## config.mk

```make
export PLATFORM = sky130hd
export DESIGN_NAME = sar_adc_ctrl
export DESIGN_NICKNAME = d
export VERILOG_FILES = /design/src/rtl/sar_pkg.sv /design/src/rtl/sar_regs.sv /design/src/rtl/sar_seq.sv /design/src/rtl/sar_search.sv /design/src/rtl/sar_adc_ctrl.sv
export SDC_FILE = /design/constraint.sdc
export NUM_CORES = 1
export LEC_CHECK = 0
export BUFFER_PORTS_ARGS = -buffer_cell sky130_fd_sc_hd__buf_2
export CORE_MARGIN = 4
export CORE_UTILIZATION = 40
export CTS_CLUSTER_DIAMETER = 120
export DETAILED_ROUTE_END_ITERATION = 7
export GPL_ROUTABILITY_DRIVEN = 0
export GPL_TIMING_DRIVEN = 0
export PLACE_DENSITY = 0.68
export REMOVE_ABC_BUFFERS = 1
export SLEW_MARGIN = 10
export SYNTH_ARGS = -nofsm -noshare
export SYNTH_HDL_FRONTEND = slang
export SYNTH_SLANG_ARGS = --single-unit
```

## constraint.sdc

```tcl
create_clock -name clk -period 2.21 [get_ports clk]
set_clock_uncertainty 0.2 [all_clocks]
set_input_delay 0.1105 -clock clk [delete_from_list [all_inputs] [get_ports clk]]
set_output_delay 0.1105 -clock clk [all_outputs]
set_load 0.005 [all_outputs]
```

## src/rtl/sar_pkg.sv

```systemverilog
package sar_pkg;

    localparam int REG_W = 32;

    // word addresses
    localparam logic [1:0] A_RESULT = 2'd0;
    localparam logic [1:0] A_STATUS = 2'd1;
    localparam logic [1:0] A_CTRL   = 2'd2;
    localparam logic [1:0] A_DELAY  = 2'd3;

    // control and status field positions
    localparam int F_CH_W = 3;
    localparam int F_PWR  = 3;
    localparam int F_IE   = 5;
    localparam int F_DONE = 6;
    localparam int F_BUSY = 0;

    typedef enum logic [1:0] {
        SQ_IDLE,
        SQ_WAIT,
        SQ_CONV
    } sq_state_e;

endpackage

```

## src/rtl/sar_regs.sv

```systemverilog
module sar_regs
    import sar_pkg::*;
#(
    parameter int RES_BITS = 10,
    parameter int NUM_CH   = 6,
    parameter int DLY_W    = 16
) (
    input  logic                clk,
    input  logic                rst_n,
    input  logic                bus_we,
    input  logic [1:0]          bus_addr,
    input  logic [REG_W-1:0]    bus_wdata,
    output logic [REG_W-1:0]    bus_rdata,
    input  logic [RES_BITS-1:0] result_i,
    input  logic                busy_i,
    input  logic                end_i,
    output logic                start_o,
    output logic                stop_o,
    output logic [F_CH_W-1:0]   chan_o,
    output logic                pwr_o,
    output logic                done_o,
    output logic                irq_o,
    output logic [DLY_W-1:0]    dly_o
);

    localparam logic [F_CH_W:0] CH_LIM = (F_CH_W+1)'(NUM_CH);

    typedef struct packed {
        logic [F_CH_W-1:0] chan;
        logic              pwr;
        logic              ie;
        logic              done;
        logic [DLY_W-1:0]  dly;
    } regs_t;

    regs_t regs_d, regs_q;
    logic  ctrl_sel, ch_ok, accept;
    logic  unused_wdata;

    assign unused_wdata = ^bus_wdata;

    always_comb begin
        ctrl_sel = bus_we && (bus_addr == A_CTRL);
        ch_ok    = {1'b0, bus_wdata[F_CH_W-1:0]} < CH_LIM;
        accept   = ctrl_sel && ch_ok;
        regs_d   = regs_q;
        if (accept) begin
            regs_d.chan = bus_wdata[F_CH_W-1:0];
            regs_d.pwr  = bus_wdata[F_PWR];
            regs_d.ie   = bus_wdata[F_IE];
            regs_d.done = 1'b0;
        end else if (end_i) begin
            regs_d.done = 1'b1;
        end
        if (bus_we && (bus_addr == A_DELAY)) begin
            regs_d.dly = bus_wdata[DLY_W-1:0];
        end
    end

    always_ff @(posedge clk or negedge rst_n) begin
        if (!rst_n) regs_q <= '0;
        else        regs_q <= regs_d;
    end

    assign start_o = accept && bus_wdata[F_PWR];
    assign stop_o  = accept && !bus_wdata[F_PWR];
    assign chan_o  = regs_q.chan;
    assign pwr_o   = regs_q.pwr;
    assign done_o  = regs_q.done;
    assign irq_o   = regs_q.done && regs_q.ie;
    assign dly_o   = regs_q.dly;

    always_comb begin
        bus_rdata = '0;
        case (bus_addr)
            A_RESULT: bus_rdata[RES_BITS-1:0] = result_i;
            A_STATUS: bus_rdata[F_BUSY] = busy_i;
            A_CTRL: begin
                bus_rdata[F_CH_W-1:0] = regs_q.chan;
                bus_rdata[F_PWR]      = regs_q.pwr;
                bus_rdata[F_IE]       = regs_q.ie;
                bus_rdata[F_DONE]     = regs_q.done;
            end
            default: bus_rdata[DLY_W-1:0] = regs_q.dly;
        endcase
    end

    // flag holds until the next accepted control write
    a_r7_done_sticky: assert property (@(posedge clk) disable iff (!rst_n)
        (regs_q.done && !accept) |=> regs_q.done);

    // result frozen while the flag is up
    a_r6_result_stable: assert property (@(posedge clk) disable iff (!rst_n)
        (regs_q.done && !accept) |=> $stable(result_i));

    // stored channel always in range
    a_r9_chan_in_range: assert property (@(posedge clk) disable iff (!rst_n)
        {1'b0, regs_q.chan} < CH_LIM);

    // rejected write leaves control state alone
    a_r9_reject_keeps: assert property (@(posedge clk) disable iff (!rst_n)
        (ctrl_sel && !ch_ok) |=> $stable({regs_q.chan, regs_q.pwr, regs_q.ie, regs_q.done}));

    // power-down write clears flag and power
    a_r8_stop_clears: assert property (@(posedge clk) disable iff (!rst_n)
        stop_o |=> (!regs_q.done && !regs_q.pwr));

endmodule

```

## src/rtl/sar_seq.sv

```systemverilog
module sar_seq
    import sar_pkg::*;
#(
    parameter int DLY_W = 16
) (
    input  logic             clk,
    input  logic             rst_n,
    input  logic             start_i,
    input  logic             stop_i,
    input  logic [DLY_W-1:0] dly_i,
    input  logic             end_i,
    output logic             busy_o,
    output logic             go_o
);

    localparam logic [DLY_W-1:0] CNT_ONE = DLY_W'(1);

    typedef struct packed {
        sq_state_e        st;
        logic [DLY_W-1:0] cnt;
    } seq_t;

    seq_t seq_d, seq_q;

    always_comb begin
        seq_d = seq_q;
        go_o  = 1'b0;
        if (start_i) begin
            seq_d.st  = SQ_WAIT;
            seq_d.cnt = dly_i;
        end else if (stop_i) begin
            seq_d.st  = SQ_IDLE;
            seq_d.cnt = '0;
        end else begin
            case (seq_q.st)
                SQ_WAIT: begin
                    if (seq_q.cnt <= CNT_ONE) begin
                        seq_d.st  = SQ_CONV;
                        seq_d.cnt = '0;
                        go_o      = 1'b1;
                    end else begin
                        seq_d.cnt = seq_q.cnt - CNT_ONE;
                    end
                end
                SQ_CONV: begin
                    if (end_i) seq_d.st = SQ_IDLE;
                end
                default: ;
            endcase
        end
    end

    always_ff @(posedge clk or negedge rst_n) begin
        if (!rst_n) seq_q <= '{st: SQ_IDLE, cnt: '0};
        else        seq_q <= seq_d;
    end

    assign busy_o = (seq_q.st != SQ_IDLE);

    // settle counter steps down by one per clock
    a_r4_wait_countdown: assert property (@(posedge clk) disable iff (!rst_n)
        (seq_q.st == SQ_WAIT && !start_i && !stop_i && seq_q.cnt > CNT_ONE)
        |=> (seq_q.st == SQ_WAIT && seq_q.cnt == $past(seq_q.cnt) - CNT_ONE));

    // search begins only from the settle wait
    a_r4_conv_after_wait: assert property (@(posedge clk) disable iff (!rst_n)
        (seq_q.st == SQ_IDLE && !start_i) |=> (seq_q.st != SQ_CONV));

endmodule

```

## src/rtl/sar_search.sv

```systemverilog
module sar_search #(
    parameter int RES_BITS = 10
) (
    input  logic                clk,
    input  logic                rst_n,
    input  logic                go_i,
    input  logic                kill_i,
    input  logic                cmp_i,
    output logic [RES_BITS-1:0] dac_o,
    output logic [RES_BITS-1:0] result_o,
    output logic                end_o
);

    localparam logic [RES_BITS-1:0] MSB_BIT = {1'b1, {(RES_BITS-1){1'b0}}};

    typedef struct packed {
        logic                active;
        logic [RES_BITS-1:0] mask;
        logic [RES_BITS-1:0] work;
        logic [RES_BITS-1:0] result;
    } srch_t;

    srch_t srch_d, srch_q;
    logic [RES_BITS-1:0] kept;

    always_comb begin
        srch_d = srch_q;
        kept   = srch_q.work | (cmp_i ? srch_q.mask : '0);
        end_o  = 1'b0;
        if (kill_i) begin
            srch_d.active = 1'b0;
            srch_d.mask   = '0;
            srch_d.work   = '0;
        end else if (go_i) begin
            srch_d.active = 1'b1;
            srch_d.mask   = MSB_BIT;
            srch_d.work   = '0;
        end else if (srch_q.active) begin
            srch_d.work = kept;
            if (srch_q.mask[0]) begin
                srch_d.result = kept;
                srch_d.active = 1'b0;
                srch_d.mask   = '0;
                srch_d.work   = '0;
                end_o         = 1'b1;
            end else begin
                srch_d.mask = srch_q.mask >> 1;
            end
        end
    end

    always_ff @(posedge clk or negedge rst_n) begin
        if (!rst_n) srch_q <= '0;
        else        srch_q <= srch_d;
    end

    assign dac_o    = srch_q.active ? (srch_q.work | srch_q.mask) : '0;
    assign result_o = srch_q.result;

    // at most one trial bit at a time
    a_r5_one_trial: assert property (@(posedge clk) disable iff (!rst_n)
        $onehot0(srch_q.mask));

    // search opens on the MSB
    a_r5_msb_first: assert property (@(posedge clk) disable iff (!rst_n)
        (go_i && !kill_i) |=> (srch_q.mask == MSB_BIT));

    // trial bit walks toward the LSB
    a_r5_walk_down: assert property (@(posedge clk) disable iff (!rst_n)
        (srch_q.active && !srch_q.mask[0] && !kill_i)
        |=> (srch_q.mask == ($past(srch_q.mask) >> 1)));

endmodule

```

## src/rtl/sar_adc_ctrl.sv

```systemverilog
module sar_adc_ctrl
    import sar_pkg::*;
#(
    parameter int RES_BITS = 10,
    parameter int NUM_CH   = 6,
    parameter int DLY_W    = 16
) (
    input  logic                clk,
    input  logic                rst_n,
    input  logic                bus_we,
    input  logic [1:0]          bus_addr,
    input  logic [31:0]         bus_wdata,
    output logic [31:0]         bus_rdata,
    output logic                afe_power,
    output logic [2:0]          afe_chan,
    output logic [RES_BITS-1:0] dac_code,
    input  logic                cmp_in,
    output logic                irq
);

    logic [RES_BITS-1:0] result_w;
    logic                busy_w, end_w, start_w, stop_w, go_w, done_w, kill_w;
    logic [DLY_W-1:0]    dly_w;

    assign kill_w = start_w || stop_w;

    sar_regs #(
        .RES_BITS (RES_BITS),
        .NUM_CH   (NUM_CH),
        .DLY_W    (DLY_W)
    ) u_regs (
        .clk       (clk),
        .rst_n     (rst_n),
        .bus_we    (bus_we),
        .bus_addr  (bus_addr),
        .bus_wdata (bus_wdata),
        .bus_rdata (bus_rdata),
        .result_i  (result_w),
        .busy_i    (busy_w),
        .end_i     (end_w),
        .start_o   (start_w),
        .stop_o    (stop_w),
        .chan_o    (afe_chan),
        .pwr_o     (afe_power),
        .done_o    (done_w),
        .irq_o     (irq),
        .dly_o     (dly_w)
    );

    sar_seq #(
        .DLY_W (DLY_W)
    ) u_seq (
        .clk     (clk),
        .rst_n   (rst_n),
        .start_i (start_w),
        .stop_i  (stop_w),
        .dly_i   (dly_w),
        .end_i   (end_w),
        .busy_o  (busy_w),
        .go_o    (go_w)
    );

    sar_search #(
        .RES_BITS (RES_BITS)
    ) u_search (
        .clk      (clk),
        .rst_n    (rst_n),
        .go_i     (go_w),
        .kill_i   (kill_w),
        .cmp_i    (cmp_in),
        .dac_o    (dac_code),
        .result_o (result_w),
        .end_o    (end_w)
    );

    // never busy with the front end unpowered
    a_r3_busy_powered: assert property (@(posedge clk) disable iff (!rst_n)
        busy_w |-> afe_power);

    // flag and busy never overlap
    a_r7_done_idle: assert property (@(posedge clk) disable iff (!rst_n)
        done_w |-> !busy_w);

    // interrupt only with a completed conversion
    a_r7_irq_needs_done: assert property (@(posedge clk) disable iff (!rst_n)
        irq |-> done_w);

    // DAC quiet outside a conversion
    a_r5_dac_quiet: assert property (@(posedge clk) disable iff (!rst_n)
        !busy_w |-> (dac_code == '0));

endmodule

```

# [Yosys cells after proc, flatten, opt, wreduce, memory -nomap -nowiden]
# Cells that the tools add are included.
[word_totals] reg_bits=71 in_bits=38 output_inout_bits=47 wordCells=74
[classes] n_addsub=1 magnitude_cmp=2 eq_ne=7 mux=31 n_bitwise=4 reduce_logical=18
[op_table] op="2-to-1 mux 21 bit" n=2
[op_table] op="2-to-1 mux 18 bit" n=2
[op_table] op="2-to-1 mux 16 bit" n=2
[op_table] op="2-to-1 mux 31 bit" n=1
[op_table] op="2-to-1 mux 10 bit" n=2
[op_table] op="2-to-1 mux 20 bit" n=1
[op_table] op="bitwise OR 10 bit" n=2
[op_table] op="less-or-equal comparator 16 x 1 -> 1 bit (second input constant)" n=1
[op_table] op="subtractor 16 x 1 -> 16 bit (second input constant)" n=1
[op_table] op="2-to-1 mux 1 bit" n=11
[op_table] op="2-to-1 mux 9 bit" n=1
[op_table] op="one-hot mux 3 bit (3 select lines)" n=1
[op_table] op="equality test 2 bit (second input constant)" n=3
[op_table] op="logical AND 1 bit" n=6
[op_table] op="2-to-1 mux 6 bit" n=1
[op_table] op="one-hot mux 2 bit (3 select lines)" n=1
[op_table] op="one-hot mux 3 bit (2 select lines)" n=1
[op_table] op="nonzero test 3 bit" n=2
[op_table] op="equality test 2 x 1 -> 1 bit (second input constant)" n=2
[op_table] op="2-to-1 mux 2 bit" n=2
[op_table] op="!= test 4 x 3 -> 1 bit (second input constant)" n=1
[op_table] op="!= test 4 bit (second input constant)" n=1
[op_table] op="one-hot mux 2 bit (2 select lines)" n=1
[op_table] op="AND reduction 4 bit" n=1
[op_table] op="other kinds (12)" n=14

# [Depth between registers and ports, before layout]
[depth] depth_word=12 ltp_mapped=8 depth_no_buf=7

# [Modules after synthesis]
# Synthesis repeated with hierarchy kept, for this count alone.
[unflattened] cells_unflattened=364 area_unflattened_um2=4122.7
[by_module_without_submodules] module="sar_search" instances=1 cells_per_inst=111 area_per_inst_um2=1477.7 seq_area_each_um2=775.7
[by_module_without_submodules] module="sar_regs" instances=1 cells_per_inst=115 area_per_inst_um2=1402.6 seq_area_each_um2=550.5
[by_module_without_submodules] module="sar_seq" instances=1 cells_per_inst=137 area_per_inst_um2=1236.2 seq_area_each_um2=450.4
[by_module_without_submodules] module="sar_adc_ctrl" instances=1 cells_per_inst=1 area_per_inst_um2=6.3 seq_area_each_um2=0.0

# [Worst setup path after synthesis]
# OpenSTA, ideal clock, no wires.
[synth_timing] path_type="register to register" startpoint="register u_seq.seq_q[6] (netlist name)" endpoint="register u_seq.seq_q[3] (netlist name)" setup_time_ns=0.126 arrival_time_ns=1.979 required_time_ns=1.884 setup_slack_ns=-0.095 path_stages_with_launch=7 path_buffers=1 synth_period_minus_slack_ns=2.305 path_cell_list="dfrtp_1 -> or4_4 -> nor4_2 -> a21o_1 -> buf_6 -> a21oi_2 -> a221o_1"
[synth_via] elab_chain_len=5
[synth_rtl] element="start: declaration" line="sar_seq.sv:23" source="seq_t seq_d, seq_q;"
[synth_rtl] element="start signal: assignment" line="sar_seq.sv:54" source="if (!rst_n) seq_q <= '{st: SQ_IDLE, cnt: '0};"
[synth_rtl] element="start signal: assignment" line="sar_seq.sv:55" source="else seq_q <= seq_d;"
[synth_rtl] element="less-or-equal comparator 16 x 1 -> 1 bit" line="sar_seq.sv:37" source="if (seq_q.cnt <= CNT_ONE) begin"
[synth_rtl] element="2-to-1 mux 16 bit" line="sar_seq.sv:37"
[synth_rtl] element="2-to-1 mux 16 bit" line="sar_seq.sv:35" source="case (seq_q.st)"
[synth_rtl] element="2-to-1 mux 18 bit" line="sar_seq.sv:31" source="end else if (stop_i) begin"
[synth_rtl] element="2-to-1 mux 18 bit" line="sar_seq.sv:28" source="if (start_i) begin"
# Every way passes these cells. The select of a mux whose other input is x is not followed.
# A chain may end at the register's enable or synchronous reset.

# [Worst setup path in the final report]
[layout_timing] startpoint="register u_seq.seq_q[5] (netlist name)" endpoint="register u_seq.seq_q[13] (netlist name)"
[layout_via] elab_chain_len=5 word_cells_on_any_way=6 classes_between="add/sub (1); order compare (1); mux (4)"
[layout_rtl] element="subtractor 16 x 1 -> 16 bit or less-or-equal comparator 16 x 1 -> 1 bit (tied branches)" line="sar_seq.sv:42, sar_seq.sv:37"
[layout_rtl] element="2-to-1 mux 16 bit *" line="sar_seq.sv:37"
[layout_rtl] element="2-to-1 mux 16 bit *" line="sar_seq.sv:35"
[layout_rtl] element="2-to-1 mux 18 bit *" line="sar_seq.sv:31"
[layout_rtl] element="2-to-1 mux 18 bit *" line="sar_seq.sv:28"
# Mark *: on every way between the ends. The rest lies on a longest branch, timed or not. The select of a mux whose other input is x is not followed.

==> results.json <==
{
  "nFillCells": 805,
  "drv_cap": 0,
  "globalRouteOverflowTotal": 0,
  "grt_pass1_wl_um": 16180,
  "crit_chain": "or4_4 > or4_4 > o41ai_2 > a21boi_2 > o21ai_1",
  "cts_tree": "yes",
  "start_util_pct": 40.94,
  "fin_crit_sh_pct": 104.7,
  "io_buffers": 52,
  "synth.distinct_cells": 52,
  "clk_pin_slew_ns": 0.07,
  "final_area_um2": 4886,
  "ys.flop_type": "dfrtp_1",
  "fin_crit_ns": 2.315,
  "p_leak_nw": 2.281,
  "drv_slew": 0,
  "vias": 3234,
  "post_dp_cell_area_um2": 4038,
  "crit_path_frequent_cell": "or4_4",
  "synth_top_area_share_pct": 47.19,
  "synthCells": 383,
  "rr_startpoint": "u_seq.seq_q[5]",
  "drc": 0,
  "seq_area_frac_synth_pct": 47.19,
  "die_area_um2": 11030,
  "cp_slowest_cell": "or4_4",
  "hold_start": "bus_we",
  "layout_setup_ws_ns": -0.1048,
  "setup_viol": 33,
  "routed_wl_um": 10270,
  "drt-initial-drc-count": 214,
  "grt_max_degree": 54,
  "path_class": "flip-flop to flip-flop",
  "post_synth.cell_area_avg_um2": 9.830,
  "htreeDepth": 3,
  "critPathMaxStageDelay_ns": 0.60,
  "maxSlewHeadroom_pct": 41.65,
  "cp-startpoint": "u_seq.seq_q[5]",
  "numClockSinks": 71,
  "ys_warn_count": 0,
  "synthArstFlopShare_pct": 100.0,
  "violations": "setup timing",
  "synth_common_cells": "dfrtp_1 (71), a21oi_1 (43), nor2_1 (37)",
  "fp.dieH_um": 105.0,
  "synthTopCellsByArea": "dfrtp_1 (47%), mux2_2 (6.3%), a21oi_1 (5.7%), buf_4 (3.8%), nor2_1 (3.7%)",
  "die_width_um": 105.0,
  "outcome": "complete, but fails checks",
  "hp-class": "input port to flip-flop",
  "drive_gt1_share_pct": 34.45,
  "ys_seq_elements": 71,
  "insertedDiodeCount": 0,
  "fin_nets": 514,
  "yosysTopAreaCell": "dfrtp_1",
  "critPathCaptureType": "flip-flop",
  "cts-buffers-inserted": 9,
  "syn-cell-area_um2": 3765,
  "crit_path_start_kind": "flip-flop",
  "p_per_area_nw_per_um2": 760.0,
  "crit_required_ns": 2.24,
  "firstDrtPassIters": 4,
  "clock_latency_ns": 0.35,
  "synth.most_common_cell": "dfrtp_1",
  "hpwl_um": 6291,
  "drtAntennaViolNets": 0,
  "antenna_found_initial": 1,
  "clock-root-buffer": "clkbuf_8",
  "via_per_inst": 5.509,
  "io_pins": 85,
  "ir_drop_v": 0.0004267,
  "wl_per_cell_um": 17.49,
  "max_freq_mhz": 432.0,
  "tightest_slew_ns": 0.8706,
  "hold_viol_final": 0,
  "synth_edf_count": 0,
  "power_mw": 3.713,
  "rows": 35,
  "grtUsageTotal_pct": 18.05,
  "rsz0062_at_grt": "true",
  "grt_pass1_vias": 3245,
  "crit_arrival_ns": 2.35,
  "clk_path_buf_depth": 2,
  "area_growth_pct": 29.78,
  "tns_ns": -0.8885,
  "crit_fanout": 5,
  "core_area_um2": 9196
}
==> path summary, 6_finish.rpt <==
check | endpoint | slack [ns] | cells past startpoint
max in group asynchronous | u_regs.dly_o[11] | 0.53 | 4
min | u_regs.chan_o[0] | 0.27 | 4
min reg2reg | u_regs.regs_q[17] | 0.30 | 2
min in group asynchronous | u_seq.seq_q[11] | 0.52 | 3
max reg2reg | u_seq.seq_q[13] | -0.10 | 5
max | u_seq.seq_q[13] | -0.10 | 5
==> kinds of logic after synthesis <==
group	after synthesis	synth area share [%]
AND/OR/NAND/NOR	128	18.34
buffers and inverters	47	6.780
multiplexers	25	7.677
AO/OA/AOI/OAI	106	18.25
flip-flops	71	47.19
adder cells (fa/ha/maj)	5	1.662
other	1	0.09961
==> cell usage in the layout (no fill, tap or decap), types with 2 or more instances in the layout <==
cell type	netlist	layout
a21oi_1	43	38
a21oi_2	1	5
a221o_1	2	2
a221oi_2	0	2
a22o_1	11	11
a22oi_1	5	5
a31oi_1	6	6
and2_1	3	3
and3_1	11	11
buf_2	0	51
buf_4	19	25
buf_6	1	5
clkbuf_8	0	12
clkinv_2	0	2
conb_1	1	16
dfrtp_1	71	70
dlygate4sd3_1	0	20
ha_1	5	2
ha_4	0	2
inv_1	7	5
inv_2	0	2
mux2_2	21	21
mux2i_1	3	3
nand2_1	27	26
nand2b_1	10	10
nand3_1	5	4
nand3b_1	8	8
nor2_1	37	26
nor2_2	0	7
nor2_4	0	4
nor2b_1	4	4
nor3_1	9	9
nor4b_4	1	2
o21a_1	10	10
o21ai_0	9	6
o21ai_1	1	3
o31ai_1	2	2
o41ai_2	0	2
or4_4	3	4
==> routing by layer <==
layer,GRT usage [%],routed length [µm]
met3,3.335,450
met5,0,7
met1,23.70,4604
met2,29.24,4973
met4,7.591,231
==> through the flow <==
stage,setup slack (ns),util (%),hold slack [ns],instances
detailed placement,-0.5762,43.90,-0.1848,523
global placement,-1.225,43.40,0.1293,521
CTS,-0.08469,51.27,0.2557,579
global route,-0.1552,53.13,0.2809,587
floorplan,-0.5765,-,-0.3851,358
finish,-0.1048,53.13,0.2669,587
==> layout make-up <==
cell class	instances	area (µm²)	share of cell area, %
well taps	111	138.9	2.843
clock inverters	3	40.04	0.8195
inverters	7	26.28	0.5378
repair buffers	102	726.9	14.88
clock buffers	13	168.9	3.457
flip-flops and latches	71	1778	36.39
multi-input cells	280	2007	41.08
==> critical path: cells and delay by family, from the launching register on <==
family,cells,cell delay [ns]
flops,1,0.39
simple gates,2,1.06
compound gates,3,0.54
==> registers in the layout, summed over array words and instances, names as in the netlist <==
register and cells:
u_regs.chan_o 3, u_regs.dly_o 16, u_regs.done_o 1, u_regs.pwr_o 1
u_regs.regs_q 1, u_search.result_o 10, u_search.srch_q 21, u_seq.seq_q 18
==> power by group <==
part	internal [mW]	leakage [nW]	total (mW)	switching, mW
Combinational	0.480	1.29	0.914	0.435
Clock	0.611	0.109	1.11	0.499
Sequential	1.49	0.886	1.69	0.200
==> timing repair <==
| action | 4_1_cts | 5_1_grt |
|---|---|---|
| gates cloned | 1 | 0 |
| buffers inserted | 19 | 8 |
| gates resized for setup | 29 | 29 |
| endpoints found under the hold margin | 95 | 0 |
| setup endpoints to repair | 48 | 43 |
| hold buffers | 20 | 0 |
| pin swaps | 9 | 13 |
Note: power is estimated with default switching activity, not from simulation.
